**config.mk**
```make
export PLATFORM = sky130hd
export DESIGN_NAME = inc_csel_adder
export DESIGN_NICKNAME = d
export VERILOG_FILES = /design/src/rtl/csa_pkg.sv /design/src/rtl/csa_rca.sv /design/src/rtl/csa_inc.sv /design/src/rtl/csa_sel.sv /design/src/rtl/inc_csel_adder.sv
export SDC_FILE = /design/constraint.sdc
export NUM_CORES = 1
export LEC_CHECK = 0
export BUFFER_PORTS_ARGS = -buffer_cell sky130_fd_sc_hd__buf_2
export CORE_ASPECT_RATIO = 0.5
export CORE_MARGIN = 2
export CORE_UTILIZATION = 35
export CTS_BUF_LIST = sky130_fd_sc_hd__clkbuf_16
export DETAILED_ROUTE_END_ITERATION = 8
export GPL_ROUTABILITY_DRIVEN = 0
export HOLD_SLACK_MARGIN = 0.02
export SKIP_CTS_REPAIR_TIMING = 1
export SYNTH_ARGS = -nofsm -noshare
export SYNTH_HDL_FRONTEND = slang
export SYNTH_SLANG_ARGS = --single-unit
```
**constraint.sdc**
```tcl
create_clock -name clk -period 3.3 [get_ports clk]
set_input_delay 0.825 -clock clk [delete_from_list [all_inputs] [get_ports clk]]
set_output_delay 0.825 -clock clk [all_outputs]
set_load 0.005 [all_outputs]
```
**src/rtl/csa_pkg.sv**
```systemverilog
package csa_pkg;
  localparam int SEG_W = 4;
  typedef logic [SEG_W-1:0] seg_t;
  typedef struct packed {
    seg_t sum;
    logic carry;
  } seg_res_t;
endpackage

```
**src/rtl/csa_rca.sv**
```systemverilog
module csa_rca
  import csa_pkg::*;
(
  input  seg_t a,
  input  seg_t b,
  input  logic ci,
  output seg_res_t res
);
  logic [SEG_W:0] chain;
  seg_t           s;

  assign chain[0] = ci;
  for (genvar i = 0; i < SEG_W; i++) begin : g_fa
    assign s[i]       = a[i] ^ b[i] ^ chain[i];
    assign chain[i+1] = (a[i] & b[i]) | (chain[i] & (a[i] ^ b[i]));
  end

  assign res.sum   = s;
  assign res.carry = chain[SEG_W];
endmodule

```
**src/rtl/csa_inc.sv**
```systemverilog
module csa_inc
  import csa_pkg::*;
(
  input  seg_res_t zero_res,
  output seg_res_t one_res
);
  logic [SEG_W:0] hc;
  seg_t           s;

  assign hc[0] = 1'b1;
  for (genvar i = 0; i < SEG_W; i++) begin : g_ha
    assign s[i]    = zero_res.sum[i] ^ hc[i];
    assign hc[i+1] = zero_res.sum[i] & hc[i];
  end

  assign one_res.sum   = s;
  assign one_res.carry = zero_res.carry | hc[SEG_W];

  always_comb begin
    AST_INC_CAND: assert ({one_res.carry, one_res.sum} ==
                          ({zero_res.carry, zero_res.sum} + 5'd1));
  end
endmodule

```
**src/rtl/csa_sel.sv**
```systemverilog
module csa_sel
  import csa_pkg::*;
(
  input  logic     pick_one,
  input  seg_res_t zero_res,
  input  seg_res_t one_res,
  output seg_res_t out_res
);
  always_comb begin
    if (pick_one) out_res = one_res;
    else          out_res = zero_res;
  end
endmodule

```
**src/rtl/inc_csel_adder.sv**
```systemverilog
module inc_csel_adder
  import csa_pkg::*;
#(
  parameter int WIDTH = 32
) (
  input  logic             clk,
  input  logic             rst,
  input  logic [WIDTH-1:0] a_i,
  input  logic [WIDTH-1:0] b_i,
  input  logic             cin_i,
  output logic [WIDTH-1:0] sum_o,
  output logic             cout_o
);
  localparam int NSEG = WIDTH / SEG_W;

  if ((WIDTH % SEG_W) != 0 || WIDTH < SEG_W) begin : g_bad_width
    $error("inc_csel_adder: WIDTH must be a positive multiple of 4");
  end

  logic [NSEG:0]    sel_c;
  logic [WIDTH-1:0] sum_c;

  assign sel_c[0] = cin_i;

  for (genvar k = 0; k < NSEG; k++) begin : g_seg
    seg_res_t zr;
    seg_res_t fin;
    if (k == 0) begin : g_low
      // lowest slice takes the true carry-in, no selection stage
      csa_rca u_rca (
        .a  (a_i[k*SEG_W +: SEG_W]),
        .b  (b_i[k*SEG_W +: SEG_W]),
        .ci (sel_c[0]),
        .res(zr)
      );
      assign fin = zr;
    end else begin : g_high
      seg_res_t orr;
      csa_rca u_rca (
        .a  (a_i[k*SEG_W +: SEG_W]),
        .b  (b_i[k*SEG_W +: SEG_W]),
        .ci (1'b0),
        .res(zr)
      );
      csa_inc u_inc (
        .zero_res(zr),
        .one_res (orr)
      );
      csa_sel u_sel (
        .pick_one(sel_c[k]),
        .zero_res(zr),
        .one_res (orr),
        .out_res (fin)
      );
      always_comb begin
        AST_CARRY_MONO: assert (!zr.carry || fin.carry);
      end
    end
    assign sum_c[k*SEG_W +: SEG_W] = fin.sum;
    assign sel_c[k+1]              = fin.carry;
  end

  always_ff @(posedge clk) begin
    if (rst) begin
      sum_o  <= '0;
      cout_o <= 1'b0;
    end else begin
      sum_o  <= sum_c;
      cout_o <= sel_c[NSEG];
    end
  end

  AST_SUM_MATCH: assert property (@(posedge clk) disable iff (rst)
    !$past(rst) |-> ({cout_o, sum_o} ==
      ({1'b0, $past(a_i)} + {1'b0, $past(b_i)} + (WIDTH+1)'($past(cin_i)))));

  AST_RST_CLEAR: assert property (@(posedge clk) disable iff (rst)
    $fell(rst) |-> (sum_o == '0 && !cout_o));
endmodule

```
* Yosys cells after proc, flatten, opt, wreduce, memory -nomap -nowiden
Index checks and enable logic that the tools add are counted.
Storage, ports and cells: flip-flop bits (word level) 33, input bits 67, output and inout port bits 33, logic and storage cells 204
Operators by class: multiplexer cells 7, bitwise gates (word level) 195
Operators with widths (count):
- AND 1 bit | 78
- bitwise XOR 1 bit | 78
- 2-to-1 mux 5 bit | 7
- bitwise OR 1 bit | 32
- NOT 1 bit | 7

* Depth between registers and ports, before layout
word-level depth 16, mapped depth 11, mapped depth without buffers 11

* Hierarchy
From an unflattened synthesis, not the netlist that was laid out.
Unflattened totals: cell total of the unflattened synthesis 252, area total of the unflattened synthesis 2561.2 um2
By module, submodules not included:
- csa_rca | times used 8, cells an instance 14, area each 117.6 um2, seq. area each 0.0 um2
- inc_csel_adder | times used 1, cells an instance 70, area each 893.4 um2, seq. area each 660.6 um2
- csa_sel | times used 7, cells an instance 5, area each 56.3 um2, seq. area each 0.0 um2
- csa_inc | times used 7, cells an instance 5, area each 47.5 um2, seq. area each 0.0 um2

* Worst setup path after synthesis
Ideal clock, no wire load.
path kind input to register, start input port a_i[0], end register sum_o[24], library setup time 0.123 ns, data arrival time 3.350 ns, data required time 3.177 ns, path slack -0.173 ns, stages on the path 10, path through fa_1 > fa_1 > fa_1 > inv_1 > fa_1 > buf_2 > nor2b_2 > o21a_2 > o31ai_4 > mux2_1
Between the ends: cells in the longest elaborated chain, start to end 15, elaborated cells between the ends (all ways) 16
Ends and longest elaborated chain:
- start: declaration | line inc_csel_adder.sv:8 | input logic [WIDTH-1:0] a_i,
- bitwise XOR 1 bit | line csa_rca.sv:15 | assign chain[i+1] = (a[i] & b[i]) | (chain[i] & (a[i] ^ b[i]));
- AND 1 bit | line csa_rca.sv:15
- bitwise OR 1 bit * | line csa_rca.sv:15
- AND 1 bit * | line csa_rca.sv:15
- bitwise OR 1 bit * | line csa_rca.sv:15
- AND 1 bit * | line csa_rca.sv:15
- bitwise OR 1 bit * | line csa_rca.sv:15
- AND 1 bit * | line csa_rca.sv:15
- bitwise OR 1 bit * | line csa_rca.sv:15
- 2-to-1 mux 5 bit * (6 in series) | line csa_sel.sv:10 | if (pick_one) out_res = one_res;
- end signal: assignment | line inc_csel_adder.sv:68 | sum_o <= sum_c;
- end: declaration | line inc_csel_adder.sv:11 | output logic [WIDTH-1:0] sum_o,
Mark *: on every way between the ends. The rest lies on a longest branch, timed or not. A chain may end at the register's enable or synchronous reset.

* Worst setup path after layout
start input port a_i[8], end register sum_o[25]
Between the ends: cells in the longest elaborated chain, start to end 13, elaborated cells between the ends (all ways) 20
Ends and longest elaborated chain:
- AND 1 bit (2 in series) | line csa_rca.sv:15
- bitwise OR 1 bit | line csa_rca.sv:15
- AND 1 bit | line csa_rca.sv:15
- bitwise OR 1 bit | line csa_rca.sv:15
- AND 1 bit or bitwise XOR 1 bit (tied branches) | line csa_rca.sv:15, csa_rca.sv:14
- bitwise OR 1 bit or AND 1 bit (tied branches) | line csa_rca.sv:15, csa_inc.sv:13
- bitwise OR 1 bit | line csa_inc.sv:17 | assign one_res.carry = zero_res.carry | hc[SEG_W];
- 2-to-1 mux 5 bit * (5 in series) | line csa_sel.sv:10
Marked as above.

==> impl_metrics.tcl <==
set metrics [dict create \
    status "complete, no violations" \
    power_density_mw_per_mm2 423.9 \
    ys_ff_latch 33 \
    cp.arrival_ns 3.37 \
    syn-num-nets 356 \
    start_util_pct 35.87 \
    drive_gt1_share_pct 39.32 \
    grt_max_degree 47 \
    cp-endpoint "sum_o[25]$_SDFF_PP0_" \
    cts_buffers 5 \
    synth_area_mm2 0.002375 \
    async_flop_share_pct 0 \
    slew_headroom_pct 51.05 \
    synthCells 236 \
    setup_slack_ns 0.08844 \
    cp_max_fo 5 \
    dp_slack_ns -0.2682 \
    synth_edf_count 0 \
    synthTopCellsByArea "dfxtp_1, fa_1, ha_1" \
    cts-root-buf "clkbuf_16" \
    grt_first_pass_wirelength_um 8514 \
    finalSetupViolations 0 \
    dieArea_mm2 0.007500 \
    synthFlopType "dfxtp_1" \
    synth.avg_cell_area_um2 10.06 \
    period_share_pct 97.32 \
    synthMostInstantiatedCell "inv_1" \
    grt_pass1_vias 1999 \
    synth_top_area_share_pct 27.82 \
    antenna_found_initial 0 \
    rows 21 \
    ys_top_cells_by_count "inv_1, dfxtp_1, ha_1, fa_1, nor2_1" \
    dr.max_layer_used "met4" \
    wl_met2_um 2553 \
    fmax_ghz 0.3114 \
    ys_warn_count 0 \
    fp.dieW_um 120.5 \
    vias 1920 \
    grt_use_total_pct 14.08 \
    met3WireLength_um 249 \
    hp-class "primary input to flip-flop" \
    die_h_um 62.25 \
    cp-start-kind "primary input" \
    leakage_uw 0.001725 \
    slew_viol_final 0 \
    drtIter0Drc 41 \
    hold_viol 0 \
    core-area_mm2 0.006621 \
    worst_pin_slew_ns 0.7342 \
    cts_tree "done" \
    ir_worst_vdd_v 0.0001828 \
    viasPerCell 4.334 \
    area_growth_pct 36.99 \
    routed_wl_um 4886 \
    worst_setup_path_end_kind "flip-flop" \
    cts.sinks 33 \
    cts_buffer_depth 2 \
    multiInputGateArea_mm2 0.001579 \
    crit_start "a_i[8]" \
    rsz0062_at_grt "yes" \
    layout.nets 471 \
    seq_area_frac_synth_pct 27.82 \
    synth_largest_area_cell "dfxtp_1" \
    cts_max_level 2 \
    dp.final_hpwl_um 4150 \
    ys_types 33 \
    ant_nets 0 \
    critPathRequiredTime_ns 3.46 \
    grt.overflow.total 0 \
    io_pins 100 \
    diodes 0 \
    drt-met1-wl_um 2038 \
    post_drt_wl_per_cell_um 11.03 \
    fin_tns_setup_ns 0 \
    ff_latch_area_um2 660.6 \
    drv_cap 0 \
    route.detailed.drc 0 \
    cts.clk_slew.worst_paths_ns 0.05 \
    drtPass1Iterations 4 \
    crit_type "primary input to flip-flop" \
    port-buffer-count 99 \
    fin_crit_ns 3.212 \
    fillers 654 \
]
==> report_power, final <==
group	total, µW	switching, µW	internal (µW)
Clock	427	158	269
Sequential	477	14.5	463
Combinational	475	225	250
==> area by class of cell <==
type	instances	share of cell area, %
Multi-Input combinational cell	155	48.54
Sequential cell	33	20.31
Timing Repair Buffer	114	18.69
Inverter	42	4.846
Clock buffer	5	3.846
Tap cell	92	3.538
Clock inverter	2	0.2308
==> cells by family after synthesis <==
kind of cell	after synthesis	share of synthesized area (%)
compound gates	30	8.745
simple gates	56	12.65
mux	14	6.586
fa+ha+maj	53	35.83
flops	33	27.82
xor+xnor	2	0.7378
buf+inv	48	7.639
==> worst max-delay path, cell delays in order <==
cell     delay (ns)
buf_2          0.10
ha_1           0.18
inv_1          0.07
fa_1           0.17
inv_1          0.05
fa_2           0.33
fa_1           0.47
ha_2           0.21
o21a_1         0.19
o21a_4         0.15
o31ai_4        0.29
mux2_1         0.34
==> stage by stage <==
step / total power [µW] / hold WS (ns) / instances / util, % / instance area (µm²)
after global routing: 1492 / 0.9400 / 443 / 49.13 / 3253
after detailed placement: 959.8 / 1.201 / 435 / 46.71 / 3093
after global placement: 939.3 / 1.193 / 435 / 46.71 / 3093
after CTS: 1396 / 0.9152 / 442 / 48.72 / 3226
final: 1379 / 0.9278 / 443 / 49.13 / 3253
after floorplan: 767.9 / 1.089 / 236 / - / 2407
==> how the worst min path moves through the flow <==
stage	startpoint	end	slack, ns	cells after the start
after CTS	cin_i	sum_o[0]$_SDFF_PP0_	0.92	3
after detailed placement	cin_i	sum_o[0]$_SDFF_PP0_	1.20	3
final	cin_i	sum_o[0]$_SDFF_PP0_	0.93	3
after floorplan	cin_i	sum_o[0]$_SDFF_PP0_	1.09	2
after global routing	cin_i	sum_o[0]$_SDFF_PP0_	0.94	3
after global placement	cin_i	sum_o[0]$_SDFF_PP0_	1.19	3
==> routing by layer <==
layer	vias to the layer above	GRT usage, %
met5	-	0
met3	5	3.676
li1	985	-
met1	894	16.66
met2	36	25.28
met4	0	3.924
==> sequential cells by signal (all words and copies together) (netlist names) <==
signal and flops:
cout_o 1, sum_o 32
==> cell usage in the layout (no fill, tap or decap), types with 3 or more instances in the layout <==
master / instances
mux2_1: 4
nor2_1: 17
nand3_1: 6
buf_2: 99
ha_1: 26
o21ai_0: 9
nor3_1: 4
mux2_4: 3
nor2b_1: 10
nand2b_1: 11
fa_1: 21
fa_2: 4
mux2i_1: 7
a21oi_1: 8
clkbuf_16: 5
dfxtp_1: 33
inv_1: 43
buf_4: 15
Note: power is estimated with default switching activity, not from simulation.
